## config.mk

```make
export PLATFORM = sky130hd
export DESIGN_NAME = prio_irq_ctrl
export DESIGN_NICKNAME = d
export VERILOG_FILES = /design/src/rtl/pic_pkg.sv /design/src/rtl/irq_edge_sync.sv /design/src/rtl/prio_pick.sv /design/src/rtl/isr_gate.sv /design/src/rtl/ack_seq.sv /design/src/rtl/prio_irq_ctrl.sv
export SDC_FILE = /design/constraint.sdc
export NUM_CORES = 1
export LEC_CHECK = 0
export ABC_CLOCK_PERIOD_IN_PS = 4350
export CORE_MARGIN = 1.5
export CORE_UTILIZATION = 55
export CTS_CLUSTER_DIAMETER = 120
export DETAILED_ROUTE_END_ITERATION = 16
export MAX_ROUTING_LAYER = met4
export PLACE_DENSITY = 0.8
export SLEW_MARGIN = 20
export SYNTH_ARGS = -nofsm -noshare
export SYNTH_HDL_FRONTEND = slang
export SYNTH_SLANG_ARGS = --single-unit
```

## constraint.sdc

```tcl
create_clock -name clk -period 4.35 [get_ports clk]
set_input_delay 0.87 -clock clk [delete_from_list [all_inputs] [get_ports clk]]
set_output_delay 0.87 -clock clk [all_outputs]
set_load 0.01 [all_outputs]
```

## src/rtl/pic_pkg.sv

```systemverilog
package pic_pkg;
  typedef enum logic [1:0] {
    SEL_BASE = 2'd0,
    SEL_MASK = 2'd1,
    SEL_EOI  = 2'd2,
    SEL_NOP  = 2'd3
  } wr_sel_e;
endpackage

```

## src/rtl/irq_edge_sync.sv

```systemverilog
// Synchronizes each request line and emits a one-cycle pulse on a rising edge.
module irq_edge_sync #(
  parameter int N_LINES = 8,
  parameter int STAGES  = 2
) (
  input  logic               clk,
  input  logic               rst,
  input  logic [N_LINES-1:0] lines_i,
  output logic [N_LINES-1:0] rise_o
);
  for (genvar g = 0; g < N_LINES; g++) begin : g_line
    logic [STAGES:0] sh_q;
    always_ff @(posedge clk) begin
      if (rst) sh_q <= '0;
      else     sh_q <= {sh_q[STAGES-1:0], lines_i[g]};
    end
    assign rise_o[g] = sh_q[STAGES-1] & ~sh_q[STAGES];
  end
endmodule

```

## src/rtl/prio_pick.sv

```systemverilog
// Picks the lowest set index (highest priority) of a vector.
module prio_pick #(
  parameter int N     = 8,
  parameter int IDX_W = 3
) (
  input  logic [N-1:0]     vec_i,
  output logic             any_o,
  output logic [IDX_W-1:0] idx_o,
  output logic [N-1:0]     onehot_o
);
  always_comb begin
    any_o = |vec_i;
    idx_o = '0;
    for (int i = N - 1; i >= 0; i--) begin
      if (vec_i[i]) idx_o = IDX_W'(i);
    end
    onehot_o = any_o ? (N'(1) << idx_o) : '0;
  end
endmodule

```

## src/rtl/isr_gate.sv

```systemverilog
// allow_o[i] is set when no level of equal or higher priority is in service.
module isr_gate #(
  parameter int N = 8
) (
  input  logic [N-1:0] isr_i,
  output logic [N-1:0] allow_o
);
  for (genvar g = 0; g < N; g++) begin : g_allow
    assign allow_o[g] = ~|isr_i[g:0];
  end
endmodule

```

## src/rtl/ack_seq.sv

```systemverilog
// Two-pulse acknowledge: first pulse captures the level, second emits the vector.
module ack_seq #(
  parameter int LVL_W  = 3,
  parameter int BASE_W = 5
) (
  input  logic                    clk,
  input  logic                    rst,
  input  logic                    ack_i,
  input  logic                    any_i,
  input  logic [LVL_W-1:0]        lvl_i,
  input  logic [BASE_W-1:0]       base_i,
  output logic                    take_o,
  output logic                    busy_o,
  output logic [BASE_W+LVL_W-1:0] vec_o
);
  logic                    phase_q;
  logic [LVL_W-1:0]        lvl_q;
  logic [BASE_W+LVL_W-1:0] vec_q;

  assign take_o = ack_i & ~phase_q & any_i;
  assign busy_o = phase_q;
  assign vec_o  = vec_q;

  always_ff @(posedge clk) begin
    if (rst) begin
      phase_q <= 1'b0;
      lvl_q   <= '0;
      vec_q   <= '0;
    end else begin
      vec_q <= '0;
      if (ack_i && !phase_q) begin
        phase_q <= 1'b1;
        lvl_q   <= any_i ? lvl_i : '1;
      end else if (ack_i && phase_q) begin
        phase_q <= 1'b0;
        vec_q   <= {base_i, lvl_q};
      end
    end
  end

  AST_VEC_AFTER_SECOND_ACK: assert property (@(posedge clk) disable iff (rst)
    (vec_q != '0) |-> $past(ack_i && phase_q));
endmodule

```

## src/rtl/prio_irq_ctrl.sv

```systemverilog
module prio_irq_ctrl #(
  parameter int N_LEVELS    = 8,
  parameter int VEC_W       = 8,
  parameter int SYNC_STAGES = 2
) (
  input  logic                clk,
  input  logic                rst,
  input  logic [N_LEVELS-1:0] irq_in,
  input  logic                wr_en,
  input  logic [1:0]          wr_sel,
  input  logic [7:0]          wr_data,
  input  logic                ack,
  output logic                intr,
  output logic [VEC_W-1:0]    vec_out
);
  import pic_pkg::*;

  localparam int LVL_W  = $clog2(N_LEVELS);
  localparam int BASE_W = VEC_W - LVL_W;

  logic [N_LEVELS-1:0] req_q, isr_q, mask_q;
  logic [BASE_W-1:0]   base_q;
  logic                intr_q;

  logic [N_LEVELS-1:0] rise, allow, elig, elig_oh, isr_oh;
  logic [LVL_W-1:0]    elig_idx, isr_idx;
  logic                elig_any, isr_any;
  logic                take, busy;
  wr_sel_e             sel;
  logic                base_wr, mask_wr, eoi_wr;

  irq_edge_sync #(.N_LINES(N_LEVELS), .STAGES(SYNC_STAGES)) u_sync (
    .clk(clk), .rst(rst), .lines_i(irq_in), .rise_o(rise)
  );

  isr_gate #(.N(N_LEVELS)) u_gate (.isr_i(isr_q), .allow_o(allow));

  assign elig = req_q & ~mask_q & allow;

  prio_pick #(.N(N_LEVELS), .IDX_W(LVL_W)) u_pick_req (
    .vec_i(elig), .any_o(elig_any), .idx_o(elig_idx), .onehot_o(elig_oh)
  );

  prio_pick #(.N(N_LEVELS), .IDX_W(LVL_W)) u_pick_isr (
    .vec_i(isr_q), .any_o(isr_any), .idx_o(isr_idx), .onehot_o(isr_oh)
  );

  ack_seq #(.LVL_W(LVL_W), .BASE_W(BASE_W)) u_ack (
    .clk(clk), .rst(rst), .ack_i(ack), .any_i(elig_any), .lvl_i(elig_idx),
    .base_i(base_q), .take_o(take), .busy_o(busy), .vec_o(vec_out)
  );

  always_comb begin
    sel     = wr_sel_e'(wr_sel);
    base_wr = wr_en && (sel == SEL_BASE);
    mask_wr = wr_en && (sel == SEL_MASK);
    eoi_wr  = wr_en && (sel == SEL_EOI);
  end

  always_ff @(posedge clk) begin
    if (rst) begin
      req_q  <= '0;
      isr_q  <= '0;
      mask_q <= '1;
      base_q <= '0;
      intr_q <= 1'b0;
    end else begin
      req_q  <= (req_q & ~(take ? elig_oh : '0)) | rise;
      isr_q  <= (isr_q & ~((eoi_wr && isr_any) ? isr_oh : '0))
              | (take ? elig_oh : '0);
      if (mask_wr) mask_q <= wr_data[N_LEVELS-1:0];
      if (base_wr) base_q <= wr_data[7 -: BASE_W];
      intr_q <= elig_any & ~busy & ~ack;
    end
  end

  assign intr = intr_q;

  AST_MASKED_NO_INTR: assert property (@(posedge clk) disable iff (rst)
    intr_q |-> |($past(req_q) & ~$past(mask_q)));
  AST_INTR_HOLD: assert property (@(posedge clk) disable iff (rst)
    (intr_q && !ack && !mask_wr && !$past(mask_wr)) |=> intr_q);
  AST_TAKE_SETS_ISR: assert property (@(posedge clk) disable iff (rst)
    take |=> ((isr_q & $past(elig_oh)) == $past(elig_oh)));
  AST_EOI_CLEARS_TOP: assert property (@(posedge clk) disable iff (rst)
    (eoi_wr && !take) |=> ((isr_q & $past(isr_oh)) == '0));
  AST_RESET_STATE: assert property (@(posedge clk)
    rst |=> (mask_q == '1 && !intr_q && isr_q == '0));
endmodule

```

==> impl_metrics.py, run 1 <==
metrics = {
    "clock_network": {
        "holdBufCountCts": 0,
        "clock_latency_ps": 340,
        "htreeDepth": 3,
        "postCtsSetupBuffers": 0,
        "root_buffer": "clkbuf_8",
        "clkTransAtPathRegs_ps": 60,
        "cts_sinks": 66,
        "cts_buffer_depth": 2,
        "cts_buffers": 9,
        "ctsResizeCount": 0,
        "tritoncts": "yes",
    },
    "placed_design": {
        "dpl_cell_area_um2": 2710,
        "dp_slack_ps": 1550,
        "portBuffers": 30,
        "routabilityCongestion": 0.918,
        "dp.cells": 317,
        "place_hpwl_um": 3030,
    },
    "synthesis": {
        "yosys_warnings": 0,
        "ys_ff_latch": 66,
        "async_reset_ff_frac": 0,
        "synthCells": 244,
        "synth.distinct_cells": 41,
        "avgSynthCellArea_um2": 9.74,
        "syn-num-nets": 266,
        "syn-cell-area_um2": 2380,
        "synth_edf_count": 0,
        "synthFlopType": "dfxtp_1",
        "yosysSeqAreaShare": 0.556,
    },
    "final_layout": {
        "final_cells": 333,
        "drive_above_1_share": 0.0671,
        "antenna_cells": 0,
        "layout.nets": 300,
        "area_growth_syn_to_layout_pct": 22.3,
        "fin_area_um2": 2910,
    },
    "timing": {
        "hold_viol": 0,
        "rsz0062_at_grt": "false",
        "setup_viol": 0,
        "max_slew_margin": 0.380,
        "slew_violations": 0,
        "fin_setup_tns_ps": 0,
        "worst_pin_slew_ps": 928,
        "clock_skew_ps": 8.32,
        "worst_slack_ps": 1920,
        "fin_crit_ps": 2430,
        "period_share": 0.559,
        "max_freq_mhz": 412,
    },
    "outcome": {
        "status": "finished, final reports clean",
    },
    "run": {
        "cap_violations": 0,
    },
    "pwr": {
        "clockPowerShare": 0.415,
        "ir_drop_mv": 0.316,
        "combPwrFrac": 0.061,
        "p_per_area_nw_per_um2": 419,
        "p_switching_mw": 0.254,
        "p_int_mw": 0.963,
        "p_leak_nw": 1.13,
        "seq_power_share": 0.524,
        "power.share.switching": 0.209,
    },
    "worst_setup_path": {
        "crit_path_end_kind": "flip-flop",
        "crit_chain": "clkdlybuf4s50_1 > buf_4 > inv_1 > and3_1 > and2_1",
        "cp-start-kind": "input pin",
        "max_stage_delay_ps": 450,
        "r2r-start": "isr_q[0]$_SDFF_PP0_",
        "critPathLaunch": "rst",
        "rr_worst_depth": 5,
        "required_ps": 4580,
        "cp_slowest_cell": "clkdlybuf4s50_1",
        "critPathKind": "input pin to flip-flop",
        "critical_path_arrival_ps": 2660,
        "cp_max_fo": 47,
    },
    "detailed_routing": {
        "ant_nets": 0,
        "vias": 1785,
        "via_per_inst": 5.36,
        "drtPass1Iterations": 4,
        "wl_per_cell_um": 13.0,
        "drtIter0Drc": 76,
        "drc": 0,
        "wirelength_um": 4340,
    },
    "global_route": {
        "antenna_found_initial": 0,
        "grt_overflow_total": 0,
        "grt_pass1_wl_um": 7090,
        "grtUsageTotal": 0.217,
        "grt_max_degree": 48,
        "grt_pass1_vias": 1555,
    },
    "floorplanning": {
        "io_pins": 31,
        "die_x_um": 68.7,
        "die-area_um2": 4720,
        "num_rows": 23,
        "core_area_um2": 4090,
        "initial_core_util": 0.581,
        "die_height_um": 68.7,
    },
    "min_path": {
        "min_path_type": "flip-flop to flip-flop",
        "hp-start": "u_sync.g_line[5].sh_q[0]$_SDFF_PP0_",
        "hold_depth": 1,
    },
}
[layout make-up]
class | count | area [um2]
Clock buffer | 14 | 163
Clock inverter | 2 | 35.0
Fill cell | 323 | 1180
Inverter | 7 | 26.3
Multi-Input combinational cell | 163 | 991
Sequential cell | 66 | 1320
Tap cell | 50 | 62.6
Timing Repair Buffer | 31 | 308
[cell families (layout without fill, tap and decap cells)]
kind of cell | Yosys count | after routing | synth area share
compound gates | 44 | 44 | 0.122
buf+inv | 15 | 54 | 0.0269
flops | 66 | 66 | 0.556
mux | 5 | 5 | 0.0211
simple gates | 114 | 114 | 0.274
[Yosys cell counts (3+ instances only)]
master	count	share of area
dfxtp_1	66	0.56
o31ai_1	3	0.0095
a21oi_1	18	0.038
mux2i_1	5	0.021
o21ai_0	6	0.013
a21o_1	3	0.0095
nand3b_1	3	0.0095
nor3b_1	5	0.016
nand2b_1	8	0.021
nand3_1	8	0.017
nor2_1	12	0.019
clkbuf_1	5	0.0079
and2_1	9	0.024
nand2_1	25	0.039
a32o_1	3	0.013
inv_1	7	0.011
nor2b_1	31	0.082
[sequential cells by signal, indices dropped and copies added (netlist names)]
register / count
u_ack.lvl_q: 3
intr: 1
req_q: 8
mask_q: 8
u_sync.g_line.sh_q: 24
u_ack.vec_o: 8
base_q: 5
isr_q: 8
u_ack.busy_o: 1
[stage by stage]
| stage | total power [mW] | hold slack (ps) | util |
|---|---|---|---|
| global placement | 0.724 | 417 | 0.663 |
| CTS | 1.23 | 444 | 0.711 |
| global route | 1.26 | 457 | 0.711 |
| detailed placement | 0.725 | 429 | 0.663 |
| floorplan | 0.692 | 414 | - |
| finish | 1.22 | 442 | 0.711 |
[critical path: cells and delay by family]
family                 cells  cell delay [ps]
AND/OR/NAND/NOR            2              560
buffers and inverters      3             1210
[placed cells by master, fill, tap and decap left out, types with 2 or more instances in the layout]
cell type,instances
nand3_1,8
nor2_1,12
clkdlybuf4s50_1,30
clkbuf_8,11
dfxtp_1,66
nor3b_1,5
o21ai_0,6
a21o_1,3
nand2_1,25
a21oi_1,18
and2_1,9
nand3b_1,3
a32o_1,3
nor4_1,2
inv_1,7
nand2b_1,8
nor2b_1,31
clkbuf_1,3
mux2i_1,5
a32oi_1,2
o31ai_1,3
[per-layer routing]
layer | routed length (um) | GRT usage | up-vias
met5 | 0 | - | -
met1 | 2030 | 0.266 | 825
met4 | 108 | 0.130 | 0
met3 | 172 | 0.0519 | 13
met2 | 2030 | 0.323 | 38
li1 | - | - | 909
[worst paths after layout]
path                                         endpoint  slack (ps)
setup / recovery            u_ack.vec_o[2]$_SDFF_PP0_        1920
hold / removal    u_sync.g_line[5].sh_q[1]$_SDFF_PP0_         440
setup reg to reg                  req_q[5]$_SDFF_PP0_        2340
hold reg to reg   u_sync.g_line[5].sh_q[1]$_SDFF_PP0_         440
[power by group through the flow]
| stage | clock network [mW] | logic (mW) | registers, mW |
|---|---|---|---|
| after floorplan | 0 | 0.0439 | 0.648 |
| after global routing | 0.541 | 0.0828 | 0.640 |
| after CTS | 0.517 | 0.0751 | 0.637 |
| after detailed placement | 0 | 0.0746 | 0.651 |
| after global placement | 0 | 0.0731 | 0.650 |
| final | 0.505 | 0.0744 | 0.638 |
Note: power is estimated with default switching activity, not from simulation.
==> inputs of run 2 (changes only) <==
- ABC_CLOCK_PERIOD_IN_PS: 4350 -> 2200
- CORE_UTILIZATION: 55 -> 48
- PLACE_DENSITY: 0.8 -> 0.74
- clock period: 4.35 -> 2.2 ns (I/O delays scaled with it)
==> run 2 against run 1 <==
  * Sequential power increased by 97%
  * Sequential share of layout area fell by 1.6 points
  * First-iteration DRC count is 78% higher
  * Combinational power up 110%
  * Flip-flop and latch count stayed put
  * Non-clock buffer count grew 8
  * Routed wire length rose by 8.4%
  * Hold slack worse by 4.7 ps
  * Register-to-register slack got worse by 2100 ps
  * Die area grew 14%
  * Clock power up 120%
  * Utilization shrank 7.8 points
  * Critical path type is now flip-flop to flip-flop
==> impl_metrics.py, run 2 (synthesis gave the netlist of run 1 again) <==
metrics = {
    "detailed_routing": {
        "drc": 0,
        "drtIter0Drc": 135,
        "wl_per_cell_um": 13.2,
        "ant_nets": 0,
        "wirelength_um": 4710,
        "vias": 1805,
        "drtPass1Iterations": 4,
        "via_per_inst": 5.04,
    },
    "clock_network": {
        "postCtsSetupBuffers": 0,
        "htreeDepth": 3,
        "cts_sinks": 66,
        "cts_buffers": 9,
        "root_buffer": "clkbuf_8",
        "cts_buffer_depth": 2,
        "tritoncts": "yes",
        "clkTransAtPathRegs_ps": 70,
        "clock_latency_ps": 350,
        "ctsResizeCount": 0,
        "holdBufCountCts": 0,
    },
    "worst_setup_path": {
        "crit_chain": "nor4_4 > nand2_2 > or3_4 > a211o_1 > a32o_1",
        "cp_top_family": "simple AND/OR/NAND/NOR gates",
        "cp-start-kind": "flip-flop",
        "regToRegSetupSlack_ps": 260,
        "cp_slowest_cell": "dfxtp_1",
        "rr_worst_depth": 5,
        "critPathKind": "flip-flop to flip-flop",
        "max_stage_delay_ps": 410,
        "critical_path_arrival_ps": 2190,
        "crit_path_end_kind": "flip-flop",
        "required_ps": 2450,
        "path_buf_inv": 0,
        "path_depth": 5,
        "cp_max_fo": 9,
    },
    "final_layout": {
        "final_cells": 358,
        "final_common_cell": "dfxtp_1",
        "layout.nets": 308,
        "fin_util": 0.633,
        "fin_area_um2": 3010,
        "multi_input_area_um2": 991,
        "max_flop_register": "u_sync.g_line.sh_q",
        "largest_reg_flops": 24,
        "drive_above_1_share": 0.0962,
        "fillers": 431,
        "seq_area_um2": 1320,
        "area_growth_syn_to_layout_pct": 26.7,
        "final_cell_mix": "66 x dfxtp_1, 31 x nor2b_1, 30 x clkdlybuf4s50_1",
        "antenna_cells": 0,
    },
    "timing": {
        "worst_pin_slew_ps": 646,
        "fin_setup_tns_ps": 0,
        "max_freq_mhz": 516,
        "fin_crit_ps": 1940,
        "worst_slack_ps": 260,
        "rsz0062_at_grt": "false",
        "slew_violations": 0,
        "max_slew_margin": 0.566,
        "period_share": 0.882,
        "setup_viol": 0,
        "whs_ps": 437,
        "hold_viol": 0,
        "clock_skew_ps": 8.35,
    },
    "placed_design": {
        "place_hpwl_um": 3220,
        "routabilityCongestion": 0.886,
        "dp_slack_ps": 194,
        "portBuffers": 30,
        "dpl_cell_area_um2": 2790,
        "dp.cells": 342,
    },
    "run": {
        "cap_violations": 0,
    },
    "pwr": {
        "p_switching_mw": 0.545,
        "total_power_mw": 2.54,
        "p_leak_nw": 1.17,
        "combPwrFrac": 0.062,
        "p_int_mw": 1.99,
        "ir_drop_mv": 0.468,
        "p_per_area_nw_per_um2": 844,
        "clockPowerShare": 0.441,
        "power.share.switching": 0.215,
        "seq_power_share": 0.496,
    },
    "floorplanning": {
        "io_pins": 31,
        "die_height_um": 73.4,
        "core_area_um2": 4750,
        "num_rows": 25,
        "die-area_um2": 5380,
        "die_x_um": 73.4,
        "initial_core_util": 0.500,
    },
    "global_route": {
        "antenna_found_initial": 0,
        "grt_overflow_total": 0,
        "grtUsageTotal": 0.204,
        "grt_max_degree": 28,
        "grt_pass1_wl_um": 7870,
        "grt_pass1_vias": 1725,
    },
    "outcome": {
        "status": "finished, final reports clean",
    },
    "min_path": {
        "min_path_type": "flip-flop to flip-flop",
        "hold_depth": 1,
    },
}
## run 2: cell count changes in the layout (fill, tap and decap cells not counted)
cell and delta:
buf_4 +8, bufinv_16 +1, clkbuf_1 -1, clkbuf_8 -1, clkinv_2 -1, clkinvlp_4 +2
## run 2: layout make-up
cell class                 instances  area share
tap                               67      0.0278
inverter                           7     0.00873
timing repair buffer              39       0.122
sequential                        66       0.439
multi-input combinational        163       0.329
clock buffer                      12      0.0482
clock inverter                     4      0.0249
## run 2: path summary, 6_finish.rpt
kind                                          to                                 from
min reg2reg  u_sync.g_line[3].sh_q[1]$_SDFF_PP0_  u_sync.g_line[3].sh_q[0]$_SDFF_PP0_
max                          req_q[5]$_SDFF_PP0_                  isr_q[0]$_SDFF_PP0_
min          u_sync.g_line[3].sh_q[1]$_SDFF_PP0_  u_sync.g_line[3].sh_q[0]$_SDFF_PP0_
max reg2reg                  req_q[5]$_SDFF_PP0_                  isr_q[0]$_SDFF_PP0_
## run 2: power by group through the flow
stage	clock [mW]	combinational (mW)	sequential [mW]
floorplan	0	0.0869	1.28
global placement	0	0.154	1.29
detailed placement	0	0.157	1.29
CTS	1.13	0.159	1.26
global route	1.19	0.174	1.27
finish	1.12	0.159	1.26
## run 2: layer usage
layer	part of all wire	global-route usage	up-vias
met2	0.47	0.313	26
met4	0.023	0.105	0
met3	0.032	0.0576	10
li1	-	-	924
met1	0.48	0.245	845
met5	0	-	-
==> inputs of run 3 (changes only) <==
- REMOVE_ABC_BUFFERS: default -> 1
==> run 3 against run 2 <==
  * Cell area fell by 0.37%
  * Total power fell by 5.3%
  * Critical path type unchanged
  * Sequential share of layout area rose by 0.16 points
  * Hold slack improved by 0.74 ps
==> impl_metrics.py, run 3 (synthesis gave the netlist of run 1 again) <==
metrics = {
    "global_route": {
        "antenna_found_initial": 0,
        "grtUsageTotal": 0.195,
        "grt_pass1_vias": 1721,
        "grt_max_degree": 31,
        "grt_pass1_wl_um": 7590,
        "grt_overflow_total": 0,
    },
    "pwr": {
        "p_per_area_nw_per_um2": 802,
        "ir_drop_mv": 0.433,
        "p_leak_nw": 1.18,
    },
    "timing": {
        "clock_skew_ps": 4.91,
        "fin_setup_tns_ps": 0,
        "period_share": 0.896,
        "worst_pin_slew_ps": 547,
        "rsz0062_at_grt": "false",
        "hold_viol": 0,
        "setup_viol": 0,
        "worst_slack_ps": 229,
        "max_freq_mhz": 507,
        "slew_violations": 0,
        "fin_crit_ps": 1970,
        "max_slew_margin": 0.632,
    },
    "final_layout": {
        "seq_area_um2": 1320,
        "fillers": 427,
        "layout.nets": 309,
        "largest_reg_flops": 24,
        "final_cell_mix": "66 x dfxtp_1, 31 x nor2b_1, 30 x clkdlybuf4s50_1",
        "max_flop_register": "u_sync.g_line.sh_q",
        "fin_area_um2": 3000,
        "multi_input_area_um2": 991,
        "final_common_cell": "dfxtp_1",
        "antenna_cells": 0,
        "drive_above_1_share": 0.103,
        "area_growth_syn_to_layout_pct": 26.2,
    },
    "worst_setup_path": {
        "cp_max_fo": 9,
        "critPathLaunch": "isr_q[0]$_SDFF_PP0_",
        "crit_path_end_kind": "flip-flop",
        "cp-start-kind": "flip-flop",
        "critical_path_arrival_ps": 2200,
        "crit_chain": "nor4_4 > nand2_2 > or3_4 > a211o_1 > a32o_1",
        "r2r-start": "isr_q[0]$_SDFF_PP0_",
        "max_stage_delay_ps": 410,
        "cp_slowest_cell": "nor4_4",
        "regToRegSetupSlack_ps": 230,
        "critPathKind": "flip-flop to flip-flop",
        "required_ps": 2430,
    },
    "floorplanning": {
        "num_rows": 25,
        "die_height_um": 73.4,
        "io_pins": 31,
        "core_area_um2": 4750,
        "initial_core_util": 0.500,
        "die-area_um2": 5380,
        "die_x_um": 73.4,
    },
    "placed_design": {
        "dpl_cell_area_um2": 2800,
        "place_hpwl_um": 3120,
        "routabilityCongestion": 0.904,
        "dp_slack_ps": 119,
        "portBuffers": 30,
    },
    "detailed_routing": {
        "wl_per_cell_um": 12.3,
        "drtPass1Iterations": 4,
        "ant_nets": 0,
        "vias": 1816,
        "drc": 0,
        "drtIter0Drc": 79,
        "via_per_inst": 5.06,
        "wirelength_um": 4400,
    },
    "min_path": {
        "min_path_type": "flip-flop to flip-flop",
        "hp-start": "u_sync.g_line[4].sh_q[0]$_SDFF_PP0_",
    },
    "outcome": {
        "status": "finished, final reports clean",
    },
    "run": {
        "cap_violations": 0,
    },
    "clock_network": {
        "htreeDepth": 3,
        "holdBufCountCts": 0,
        "clkTransAtPathRegs_ps": 70,
        "postCtsSetupBuffers": 0,
        "clock_latency_ps": 340,
        "root_buffer": "clkbuf_8",
        "tritoncts": "yes",
        "cts_sinks": 66,
        "cts_buffer_depth": 2,
        "ctsResizeCount": 0,
        "cts_buffers": 9,
    },
}
-- run 3: changes by cell type in the layout (fill, tap and decap cells not counted) --
cell        change
clkinvlp_4      -2
buf_4           +1
bufinv_16       -2
clkbuf_1        -1
clkinv_2        +1
clkbuf_8        +4
-- run 3: final timing paths --
| path | cells after the start | to |
|---|---|---|
| setup / recovery | 5 | req_q[5]$_SDFF_PP0_ |
| hold reg to reg | 1 | u_sync.g_line[4].sh_q[1]$_SDFF_PP0_ |
| hold / removal | 1 | u_sync.g_line[4].sh_q[1]$_SDFF_PP0_ |
| setup reg to reg | 5 | req_q[5]$_SDFF_PP0_ |
-- run 3: per-layer routing --
layer / wire (um) / track usage / vias up
li1: - / - / 934
met1: 2060 / 0.229 / 830
met2: 2030 / 0.299 / 37
met3: 175 / 0.0494 / 15
met4: 139 / 0.121 / 0
met5: 0 / - / -
-- run 3: power by group --
part	switching (mW)	internal, mW	leakage [nW]
Sequential	0.0195	1.24	0.540
Combinational	0.0718	0.0866	0.531
Clock	0.424	0.562	0.106
Total	0.516	1.89	1.18
-- run 3: worst max-delay path: cells and delay by family, from the launching register on --
kind / cells / cell delay (ps)
compound gates: 2 / 550
simple gates: 3 / 910
flops: 1 / 400
-- run 3: final cells by class --
class | instances | area share
Inverter | 7 | 0.00876
Timing Repair Buffer | 40 | 0.125
Tap cell | 67 | 0.0280
Sequential cell | 66 | 0.441
Clock inverter | 1 | 0.00167
Multi-Input combinational cell | 163 | 0.330
Clock buffer | 15 | 0.0655
-- run 3: metrics by stage --
stage | util | power, mW | hold slack, ps | std cells
after floorplan | - | 1.36 | 414 | 236
after global placement | 0.588 | 1.44 | 417 | 343
after detailed placement | 0.588 | 1.45 | 429 | 343
after CTS | 0.631 | 2.44 | 445 | 359
after global routing | 0.631 | 2.50 | 455 | 359
final | 0.631 | 2.40 | 438 | 359
